==> config.mk <==
export PLATFORM = sky130hd
export DESIGN_NAME = rtc_update_seq
export DESIGN_NICKNAME = d
export VERILOG_FILES = /design/src/rtl/rtc_seq_pkg.sv /design/src/rtl/rtc_us_timer.sv /design/src/rtl/rtc_upd_fsm.sv /design/src/rtl/rtc_alarm_cmp.sv /design/src/rtl/rtc_update_seq.sv
export SDC_FILE = /design/constraint.sdc
export NUM_CORES = 1
export LEC_CHECK = 0
export BUFFER_PORTS_ARGS = -buffer_cell sky130_fd_sc_hd__clkbuf_2
export CORE_MARGIN = 2
export CORE_UTILIZATION = 44
export CTS_CLUSTER_SIZE = 24
export DETAILED_ROUTE_END_ITERATION = 16
export PLACE_DENSITY = 0.79
export RECOVER_POWER = 50
export SETUP_SLACK_MARGIN = 0.05
export SLEW_MARGIN = 0
export SYNTH_ARGS = -nofsm -noshare
export SYNTH_HDL_FRONTEND = slang
export SYNTH_SLANG_ARGS = --single-unit
export TNS_END_PERCENT = 30
==> constraint.sdc <==
create_clock -name clk -period 2.42 [get_ports clk]
set_clock_uncertainty 0.1 [all_clocks]
set_input_delay 0.605 -clock clk [delete_from_list [all_inputs] [get_ports clk]]
set_output_delay 0.605 -clock clk [all_outputs]
set_load 0.01 [all_outputs]
==> src/rtl/rtc_seq_pkg.sv <==
package rtc_seq_pkg;

    localparam int BYTE_W = 8;

    typedef enum logic [1:0] {
        ST_IDLE = 2'd0,
        ST_LEAD = 2'd1,
        ST_BUSY = 2'd2
    } upd_state_e;

    typedef struct packed {
        logic [BYTE_W-1:0] hr;
        logic [BYTE_W-1:0] min;
        logic [BYTE_W-1:0] sec;
    } clk_time_t;

    // Full-byte comparison of all three fields; hours bit 7 included.
    function automatic logic time_match(input clk_time_t now_t, input clk_time_t alm_t);
        logic eq_s, eq_m, eq_h;
        eq_s = (now_t.sec == alm_t.sec);
        eq_m = (now_t.min == alm_t.min);
        eq_h = (now_t.hr  == alm_t.hr);
        return eq_s && eq_m && eq_h;
    endfunction

    function automatic int max_int(input int a, input int b);
        return (a > b) ? a : b;
    endfunction

endpackage

==> src/rtl/rtc_us_timer.sv <==
module rtc_us_timer #(
    parameter int CW = 11
) (
    input  logic          clk,
    input  logic          rst,
    input  logic          clr,
    input  logic          step,
    output logic [CW-1:0] count
);
    always_ff @(posedge clk) begin
        if (rst || clr) begin
            count <= '0;
        end else if (step) begin
            count <= count + 1'b1;
        end
    end
endmodule

==> src/rtl/rtc_upd_fsm.sv <==
module rtc_upd_fsm
    import rtc_seq_pkg::*;
#(
    parameter int LEAD_US = 244,
    parameter int BUSY_US = 1984,
    parameter int CW      = 11
) (
    input  logic          clk,
    input  logic          rst,
    input  logic          sec_tick,
    input  logic          us_tick,
    input  logic          inhibit,
    input  logic [CW-1:0] count,
    output upd_state_e    state,
    output logic          timer_clr,
    output logic          timer_step,
    output logic          finishing,
    output logic          advance,
    output logic          upd_end
);
    localparam logic [CW-1:0] LEAD_LAST = CW'(LEAD_US - 1);
    localparam logic [CW-1:0] BUSY_LAST = CW'(BUSY_US - 1);

    upd_state_e state_nxt;
    logic       adv_nxt;

    always_comb begin
        state_nxt = state;
        timer_clr = 1'b0;
        adv_nxt   = 1'b0;
        finishing = 1'b0;
        unique case (state)
            ST_IDLE: begin
                timer_clr = 1'b1;
                if (sec_tick && !inhibit) begin
                    state_nxt = ST_LEAD;
                end
            end
            ST_LEAD: begin
                if (inhibit) begin
                    state_nxt = ST_IDLE;
                    timer_clr = 1'b1;
                end else if (us_tick && (count == LEAD_LAST)) begin
                    state_nxt = ST_BUSY;
                    timer_clr = 1'b1;
                    adv_nxt   = 1'b1;
                end
            end
            ST_BUSY: begin
                if (us_tick && (count == BUSY_LAST)) begin
                    state_nxt = ST_IDLE;
                    timer_clr = 1'b1;
                    finishing = 1'b1;
                end
            end
            default: begin
                state_nxt = ST_IDLE;
                timer_clr = 1'b1;
            end
        endcase
    end

    assign timer_step = us_tick && (state != ST_IDLE);

    always_ff @(posedge clk) begin
        if (rst) begin
            state   <= ST_IDLE;
            advance <= 1'b0;
            upd_end <= 1'b0;
        end else begin
            state   <= state_nxt;
            advance <= adv_nxt;
            upd_end <= finishing;
        end
    end
endmodule

==> src/rtl/rtc_alarm_cmp.sv <==
module rtc_alarm_cmp
    import rtc_seq_pkg::*;
(
    input  logic      clk,
    input  logic      rst,
    input  logic      finishing,
    input  clk_time_t now_t,
    input  clk_time_t alm_t,
    output logic      alarm
);
    logic hit;

    assign hit = time_match(now_t, alm_t);

    always_ff @(posedge clk) begin
        if (rst) begin
            alarm <= 1'b0;
        end else begin
            alarm <= finishing && hit;
        end
    end
endmodule

==> src/rtl/rtc_update_seq.sv <==
module rtc_update_seq
    import rtc_seq_pkg::*;
#(
    parameter int LEAD_US = 244,
    parameter int BUSY_US = 1984
) (
    input  logic       clk,
    input  logic       rst,
    input  logic       sec_tick,
    input  logic       us_tick,
    input  logic       inhibit,
    input  logic [7:0] cur_sec,
    input  logic [7:0] cur_min,
    input  logic [7:0] cur_hr,
    input  logic [7:0] alm_sec,
    input  logic [7:0] alm_min,
    input  logic [7:0] alm_hr,
    output logic       uip,
    output logic       bus_hold,
    output logic       advance,
    output logic       upd_end,
    output logic       alarm
);
    localparam int CW = $clog2(max_int(LEAD_US, BUSY_US) + 1);

    upd_state_e    state;
    logic          timer_clr;
    logic          timer_step;
    logic          finishing;
    logic [CW-1:0] count;
    clk_time_t     now_t;
    clk_time_t     alm_t;

    assign now_t = '{hr: cur_hr, min: cur_min, sec: cur_sec};
    assign alm_t = '{hr: alm_hr, min: alm_min, sec: alm_sec};

    rtc_us_timer #(.CW(CW)) u_timer (
        .clk   (clk),
        .rst   (rst),
        .clr   (timer_clr),
        .step  (timer_step),
        .count (count)
    );

    rtc_upd_fsm #(
        .LEAD_US (LEAD_US),
        .BUSY_US (BUSY_US),
        .CW      (CW)
    ) u_fsm (
        .clk        (clk),
        .rst        (rst),
        .sec_tick   (sec_tick),
        .us_tick    (us_tick),
        .inhibit    (inhibit),
        .count      (count),
        .state      (state),
        .timer_clr  (timer_clr),
        .timer_step (timer_step),
        .finishing  (finishing),
        .advance    (advance),
        .upd_end    (upd_end)
    );

    rtc_alarm_cmp u_alarm (
        .clk       (clk),
        .rst       (rst),
        .finishing (finishing),
        .now_t     (now_t),
        .alm_t     (alm_t),
        .alarm     (alarm)
    );

    assign uip      = (state != ST_IDLE);
    assign bus_hold = (state == ST_BUSY);
endmodule

Word-level counts from Yosys, hierarchy flattened. Cells that the tools add are included.

$add $sub $neg: 1. Eq/ne operators: 10. Mux-type cells: 10. Bitwise gates (word level): 1. Reduce and logical (&&, ||, !) cells: 13.

Operator list (number): $eq 8x8->1 (3); $add 11x1->11 const B (1); $eq 11x11->1 const B (1); $eq 11x8->1 const B (1); $mux 2 (4); $logic_and 1x1->1 (7); $pmux 2 s3 (1); $mux 1 (4); $ne 2x1->1 const B (2); $ne 3x2->1 const B (1); $reduce_and 3->1 (1); $reduce_or 3->1 (1); $eq 2x1->1 const B (1); $eq 2x2->1 const B (1); $logic_not 2->1 (1); $pmux 1 s2 (1); $reduce_bool 2->1 (1); $logic_not 1->1 (1); $logic_or 1x1->1 (1); $not 1->1 (1).

Flip-flop bits (word level): 16. Input bits: 53. Output and inout port bits: 5.

Logic depth before layout (Yosys ltp). Gate-level depths: netlist (run 1).

Depth after elaboration: 6. Mapped depth: 6. Depth with buffers taken out: 6.

By module. A second synthesis (run 1) with hierarchy kept.

Cell total of the unflattened synthesis: 128. Area, all modules: 1152.4 um^2.

By module, submodules not included: rtc_us_timer (times used 1, cells an instance 57, area an instance 525.5 um^2, sequential area each 220.2 um^2); rtc_upd_fsm (times used 1, cells an instance 35, area an instance 321.6 um^2, sequential area each 80.1 um^2); rtc_alarm_cmp (times used 1, cells an instance 34, area an instance 292.8 um^2, sequential area each 20.0 um^2); rtc_update_seq (times used 1, cells an instance 2, area an instance 12.5 um^2, sequential area each 0.0 um^2).

Worst setup path after synthesis (run 1). OpenSTA, ideal clock, no wires.

Path type: register to register. Start: register u_timer.count[0]. End: register u_timer.count[0]. Data arrival time: 1.637 ns. Slack: 0.566 ns. Cell stages (with the launch flop): 7. Buffers on the path: 1. Clock period less this slack: 1.854 ns. Cell sequence: dfxtp_1 > ha_1 > nand3_2 > or4_4 > o221ai_1 > buf_2 > nor2_1.

Longest elaborated chain between the ends: 6. Elaborated cells between the ends (all ways): 10. Classes of those cells: add/sub: 1; eq/ne: 2; mux: 4; reduce/logical: 3.

RTL lines: start: declaration (line rtc_us_timer.sv:8) `output logic [CW-1:0] count`; start signal: assignment (line rtc_us_timer.sv:14) `count <= count + 1'b1;`; $eq 11x8->1 (line rtc_upd_fsm.sv:43) `end else if (us_tick && (count == LEAD_LAST)) begin`; $logic_and 1x1->1 (line rtc_upd_fsm.sv:43); $mux 1 (line rtc_upd_fsm.sv:43); $mux 1 (line rtc_upd_fsm.sv:40) `if (inhibit) begin`; $pmux 1 s2 (line rtc_upd_fsm.sv:32) `unique case (state)`; $logic_or 1x1->1 (line rtc_us_timer.sv:11) `if (rst || clr) begin`.

Several ways; a longest one is shown, not always the timed one. A chain may end at the register's enable or synchronous reset.

Final worst setup path (run 1).
Start: register u_timer.count[0]. End: register u_fsm.state[0].

Longest elaborated chain between the ends: 4. Elaborated cells between the ends (all ways): 7. Classes of those cells: eq/ne: 4; reduce/logical: 3.

RTL lines: $eq 11x8->1 or $eq 11x11->1 (tied branches) (line rtc_upd_fsm.sv:43, rtc_upd_fsm.sv:50); $logic_and 1x1->1, on equally long branches (line rtc_upd_fsm.sv:43, rtc_upd_fsm.sv:50); $ne 3x2->1 (no line) or $ne 2x1->1 (tied branches); $reduce_and 3->1 (no line) (*); end signal: assignment (line rtc_upd_fsm.sv:71) `state <= state_nxt;`; end: declaration (line rtc_upd_fsm.sv:14) `output upd_state_e state,`.

Mark *: on every way between the ends. The rest lies on a longest branch, timed or not.

==> results of run 1 <==
-- registers in the layout, indices dropped and copies added, names as in the netlist --
name / flops
u_alarm.alarm: 1
u_fsm.advance: 1
u_fsm.state: 2
u_fsm.upd_end: 1
u_timer.count: 11
-- synthesized netlist by cell type (2+ instances only) --
library cell  number  area, um2
nand2b_1           3      18.77
nor4_1             3      18.77
dfxtp_1           16      320.3
nand3_1            3      15.01
a21oi_1            3      15.01
mux2i_1            2      20.02
xor2_1            14      122.6
xnor2_1           19      166.4
nor2_1            10      37.54
nor2b_1            2      12.51
a31oi_1            2      12.51
and2_1             2      12.51
inv_1              7      26.28
nand2_1            4      15.01
nor3_1             3      15.01
and4_1             2      17.52
nand4_1            6      37.54
ha_1               4      50.05
-- final timing paths --
path	slack [ns]	end	depth (start not counted)	startpoint
setup / recovery	0.26	u_fsm.state[0]$_SDFFE_PP0P_	5	u_timer.count[0]$_SDFFE_PP0P_
hold / removal	0.42	u_fsm.state[0]$_SDFFE_PP0P_	2	u_fsm.state[0]$_SDFFE_PP0P_
setup reg to reg	0.26	u_fsm.state[0]$_SDFFE_PP0P_	5	u_timer.count[0]$_SDFFE_PP0P_
hold reg to reg	0.42	u_fsm.state[0]$_SDFFE_PP0P_	2	u_fsm.state[0]$_SDFFE_PP0P_
-- metrics by stage --
stage	instance area [um2]	total power (W)	hold slack (ns)	std cells
2_1_floorplan	1072	0.0003703	0.3653	120
3_3_place_gp	1395	0.0004375	0.3747	205
3_5_place_dp	1395	0.0004465	0.4073	205
4_1_cts	1431	0.0006199	0.4205	209
5_1_grt	1416	0.0006500	0.4423	209
6_report	1416	0.0006121	0.4183	209
-- per-layer routing --
layer,track usage,vias to the layer above
met1,0.2458,504
met3,0.04802,2
li1,-,543
met4,0.05128,0
met5,0,-
met2,0.4218,16
-- cell type report --
cell class,count,share of cell area
Clock buffer,4,0.02562
Multi-Input combinational cell,96,0.5026
Timing Repair Buffer,58,0.2023
Inverter,7,0.01855
Sequential cell,16,0.2261
Tap cell,28,0.02473
-- kinds of logic (layout without fill, tap and decap cells) --
kind of cell / after synthesis / after routing / share of synthesized area
compound gates: 10 / 10 / 0.07118
xor+xnor: 33 / 33 / 0.2695
fa+ha+maj: 4 / 4 / 0.04668
buf+inv: 8 / 69 / 0.02917
flops: 16 / 16 / 0.2987
mux: 2 / 2 / 0.01867
simple gates: 47 / 47 / 0.2661
-- cell usage in the layout (no fill, tap or decap), drive strengths merged, types with 2 or more instances in the layout --
cell / n
ha: 4
nor3: 3
xor2: 14
inv: 7
mux2i: 2
nor4: 3
a31oi: 2
nand3: 4
nand2: 4
nor2: 10
nor2b: 2
and2: 2
xnor2: 19
and3: 2
a21oi: 3
clkbuf: 61
and4: 3
nand2b: 3
dfxtp: 16
nand4: 6
-- power by group through the flow --
stage | clock [W] | sequential, W | combinational (W)
global placement | 0 | 0.000278 | 0.000159
CTS | 0.000179 | 0.000272 | 0.000168
detailed placement | 0 | 0.000279 | 0.000168
finish | 0.000173 | 0.000272 | 0.000167
floorplan | 0 | 0.000278 | 0.0000927
global route | 0.000191 | 0.000273 | 0.000186
-- worst min-delay path, delay by kind of cell, from the launching register on --
kind / cells / cell delay (ns)
flops: 1 / 0.34
simple gates: 1 / 0.07
mux: 1 / 0.07
==> out/qor.csv, run 1 <==
stage,metric,value,unit
run_status,status,finished clean,
timing,final worst slack,0.2559,ns
drt,Initial DRT Pass Iterations,4,
critical_path,worst setup path class,reg -> reg,
die,Ports,58,
die,Core Footprint,2255,um2
layout,Fill cells,209,
power,Leak Pwr,0.5985,nW
critical_path,critical-path cell list,"ha_1, nand3_1, or4_1, a211oi_1, mux2i_1",
global_route,total gr overflow,0,
clocking,CTS Root Cell,clkbuf_4,
drt,DRC viols,0,
critical_path,critical path endpoint category,register,
synthesis,register area share after synthesis,0.2987,
drt,post-DR vias/cell,5.096,
clocking,CTS hold repair buffers,0,
drt,Met2 Wirelength,1499,um
drt,top sig layer,met4,
power,Clk pwr share,0.282,
drt,DRT met1 WL,1081,um
power,Worst VDD drop,395.8,uV
critical_path,Worst path max stage delay,0.61,ns
layout,Nets,239,
critical_path,CP Max Fanout,5,
die,initial core utilization,0.4756,
place,DP HPWL,2289,um
synthesis,Main synth FF type,dfxtp_1,
power,Net Sw Frac,0.2735,
synthesis,Synth Warn #,0,
drt,wire per inst,12.81,um
clocking,TritonCTS clock tree,yes,
drt,ANT nets after route,0,
critical_path,CP max stage cell,or4_1,
synthesis,ys async rst share,0,
global_route,largest net degree at the start of global routing,12,
job,max-capacitance violation count,0,
layout,Reg area,320.3,um2
global_route,global-route usage over all layers,0.2222,
global_route,global-route wire length before repair,4678,um
critical_path,CP top delay family,simple AND/OR/NAND/NOR gates,
synthesis,Post-Synthesis Net Count,177,
critical_path,CP arrival,2.27,ns
place,Setup WS pre-CTS,0.3829,ns
clocking,worst skew pair latency,0.28,ns
place,# port buffers,57,
layout,P&R area growth vs syn,32.09,%
drt,via count,1065,
power,power per cell area,432.2,nW/um2
timing,TNS Setup,0,ns
power,Comb power frac,0.273,
clocking,clk slew on worst S/H paths,0.09,ns
synthesis,cells after synthesis,120,
clocking,postcts setup bufs,0,
timing,relative slew slack,0.7071,
clocking,Max H-tree Level,1,
die,chip width,53.37,um
timing,transition time of the tightest slew-check pin,0.4384,ns
power,Internal Power,0.0004447,W
drt,Iter 0 DRT Violations,18,
layout,# diodes,0,
die,Die H,53.37,um
power,Flop pwr share,0.445,
layout,multi-input combinational cell area,711.9,um2
min_path,Hold Path Class,reg -> reg,
timing,Final Critical Period,2.164,ns
layout,share of cells above drive strength 1,0.3481,
synthesis,synthesized area per cell,8.936,um2
place,Final GP Congestion,0.9189,
timing,RSZ-0062 raised after global routing,false,
timing,final hold violation count,0,
drt,Final Routed Wirelength,2677,um
drt,metal3 WL,74,um
power,Net Sw Power,0.0001674,W
clocking,Longest Clk Path Bufs,2,
layout,fin util,0.6282,
clocking,Inserted Clock Buffers,3,
synthesis,post-synthesis instance area,1072,um2
global_route,initial antenna violation count,0,
die,die area,2848,um2
synthesis,Synth Register Bits,16,
synthesis,Synth cell types,33,
timing,Final setup viols,0,
critical_path,nature of the critical path startpoint,register,
clocking,Resized Gates After CTS,0,
clocking,Clock Sinks,16,
global_route,number of global-route vias before repair,1112,
critical_path,WP data required,2.53,ns
timing,pins over their slew limit,0,
critical_path,worst path bufs/invs,0,
die,row cnt,17,
timing,FMAX,462.1,MHz
timing,fin crit share,0.8943,
synthesis,number of flops mapped to enable cells by yosys,0,
No activity file was read; power rests on OpenSTA's default activity.
==> run 2, diff against run 1 <==
--- a/config.mk
+++ b/config.mk
@@ -7,10 +7,10 @@
 export LEC_CHECK = 0
 export BUFFER_PORTS_ARGS = -buffer_cell sky130_fd_sc_hd__clkbuf_2
 export CORE_MARGIN = 2
-export CORE_UTILIZATION = 44
+export CORE_UTILIZATION = 47
 export CTS_CLUSTER_SIZE = 24
 export DETAILED_ROUTE_END_ITERATION = 16
-export PLACE_DENSITY = 0.79
+export PLACE_DENSITY = 0.84
 export RECOVER_POWER = 50
 export SETUP_SLACK_MARGIN = 0.05
 export SLEW_MARGIN = 0
==> constraint.sdc (replaced) <==
create_clock -name clk -period 2.64 [get_ports clk]
set_clock_uncertainty 0.1 [all_clocks]
set_input_delay 0.66 -clock clk [delete_from_list [all_inputs] [get_ports clk]]
set_output_delay 0.66 -clock clk [all_outputs]
set_load 0.01 [all_outputs]
==> run 2 against run 1 <==
Critical path type unchanged; largest power group unchanged; highest routed layer unchanged; cell area up 0.88%; routed wire length shrank 1.3%; sequential power fell by 8.1%; die area shrank 5.9%; core utilization grew 2.4 points; cell count grew 0.48%; worst setup slack better by 0.29 ns; first-iteration DRC count fell by 22%; global-route usage is 0.88 points higher; register-to-register slack improved by 0.29 ns; non-clock buffer count is 1 higher.
==> out/qor.csv, run 2 (same netlist as run 1, synthesis figures left out) <==
stage,metric,value,unit
global_route,largest net degree at the start of global routing,12,
die,initial core utilization,0.4894,
layout,P&R area growth vs syn,33.26,%
clocking,Inserted Clock Buffers,3,
clocking,Clock Sinks,16,
timing,Final Critical Period,2.099,ns
clocking,clk slew on worst S/H paths,0.09,ns
drt,DRC viols,0,
drt,post-DR vias/cell,5.238,
place,Placed Cells,206,
timing,TNS Setup,0,ns
global_route,global-route wire length before repair,4726,um
layout,Fill cells,183,
layout,Biggest register,u_timer.count,
critical_path,critical-path cell list,"ha_1, nand3_2, or4_1, a211o_1, a221oi_2",
critical_path,critical path endpoint category,register,
critical_path,nature of the critical path startpoint,register,
clocking,Resized Gates After CTS,0,
timing,final hold violation count,0,
die,Die H,51.77,um
die,die area,2680,um2
layout,most frequent cells in the layout,"clkbuf_2 (52), xnor2_1 (19), dfxtp_1 (16)",
die,Core Footprint,2191,um2
job,max-capacitance violation count,0,
die,row cnt,17,
layout,largest registers,"u_timer.count: 11 flops, u_fsm.state: 2 flops",
run_status,status,finished clean,
critical_path,worst setup path class,reg -> reg,
critical_path,CP arrival,2.21,ns
global_route,global-route usage over all layers,0.2310,
drt,Iter 0 DRT Violations,14,
critical_path,CP max stage cell,or4_1,
drt,Initial DRT Pass Iterations,4,
layout,Nets,240,
drt,ANT nets after route,0,
global_route,number of global-route vias before repair,1196,
timing,RSZ-0062 raised after global routing,false,
layout,share of cells above drive strength 1,0.3571,
die,Ports,58,
critical_path,CP Max Fanout,5,
drt,Final Routed Wirelength,2643,um
place,Final GP Congestion,0.8769,
place,# port buffers,57,
timing,transition time of the tightest slew-check pin,0.3260,ns
timing,relative slew slack,0.7810,
layout,# diodes,0,
die,chip width,51.77,um
critical_path,Worst path max stage delay,0.60,ns
timing,FMAX,476.4,MHz
power,Worst VDD drop,288.3,uV
clocking,postcts setup bufs,0,
min_path,Hold Path Class,reg -> reg,
clocking,Max H-tree Level,1,
layout,max reg flops,11,
layout,"most common cell after layout, fill and taps aside",clkbuf_2,
global_route,initial antenna violation count,0,
global_route,total gr overflow,0,
clocking,CTS Root Cell,clkbuf_4,
drt,wire per inst,12.59,um
clocking,TritonCTS clock tree,yes,
layout,Non-Filler Instances,210,
clocking,Longest Clk Path Bufs,2,
place,DP HPWL,2237,um
power,Leak Pwr,0.6038,nW
timing,Final setup viols,0,
power,power per cell area,399.1,nW/um2
clocking,worst skew pair latency,0.30,ns
timing,pins over their slew limit,0,
drt,via count,1100,
clocking,CTS hold repair buffers,0,
timing,fin crit share,0.7951,
critical_path,WP data required,2.75,ns
==> run 2: per-layer routing <==
layer	routed length [um]	part of all wire	GRT usage
met4	82	0.031	0.1404
met3	100	0.038	0.05172
met5	0	0	0
met2	1447	0.55	0.4359
met1	1012	0.38	0.2254
==> run 2: final timing paths <==
| check | slack (ns) | endpoint | cells past startpoint | from |
|---|---|---|---|---|
| setup / recovery | 0.54 | u_fsm.state[1]$_SDFFE_PP0P_ | 5 | u_timer.count[0]$_SDFFE_PP0P_ |
| hold / removal | 0.41 | u_fsm.state[0]$_SDFFE_PP0P_ | 2 | u_fsm.state[0]$_SDFFE_PP0P_ |
| setup reg to reg | 0.54 | u_fsm.state[1]$_SDFFE_PP0P_ | 5 | u_timer.count[0]$_SDFFE_PP0P_ |
| hold reg to reg | 0.41 | u_fsm.state[0]$_SDFFE_PP0P_ | 2 | u_fsm.state[0]$_SDFFE_PP0P_ |
==> run 2: area by class of cell <==
type                       instances  area, um2  share of cell area
multi-input combinational         96      716.9              0.5018
sequential                        16      320.3              0.2242
inverter                           7      26.28             0.01839
tap                               28      35.03             0.02452
clock buffer                       4      36.28             0.02539
timing repair buffer              59      294.0              0.2058
==> run 2: stage by stage <==
step                utilization  instance area, um2  setup WS (ns)  hold WS (ns)  power (W)
floorplan                     -                1072         0.7559        0.3653  0.0003395
global placement         0.6402                1403         0.6261        0.3764  0.0004031
detailed placement       0.6402                1403         0.5496        0.4041  0.0004122
CTS                      0.6568                1439         0.6158        0.4177  0.0005742
global route             0.6522                1429         0.4011        0.4592  0.0005995
finish                   0.6522                1429         0.5410        0.4142  0.0005703
==> run 2: power breakdown <==
part	internal [W]	total, W	switching [W]
registers	0.000246	0.000250	0.00000426
logic	0.0000807	0.000158	0.0000774
clock network	0.0000843	0.000162	0.0000777
total	0.000411	0.000570	0.000159
==> run 2: critical path, delay by kind of cell, from the launching register on <==
| kind | cells | cell delay (ns) |
|---|---|---|
| DFF | 1 | 0.39 |
| and+or+nand+nor | 2 | 0.69 |
| AOI/OAI and AO/OA | 2 | 0.58 |
| adders and majority gates | 1 | 0.25 |
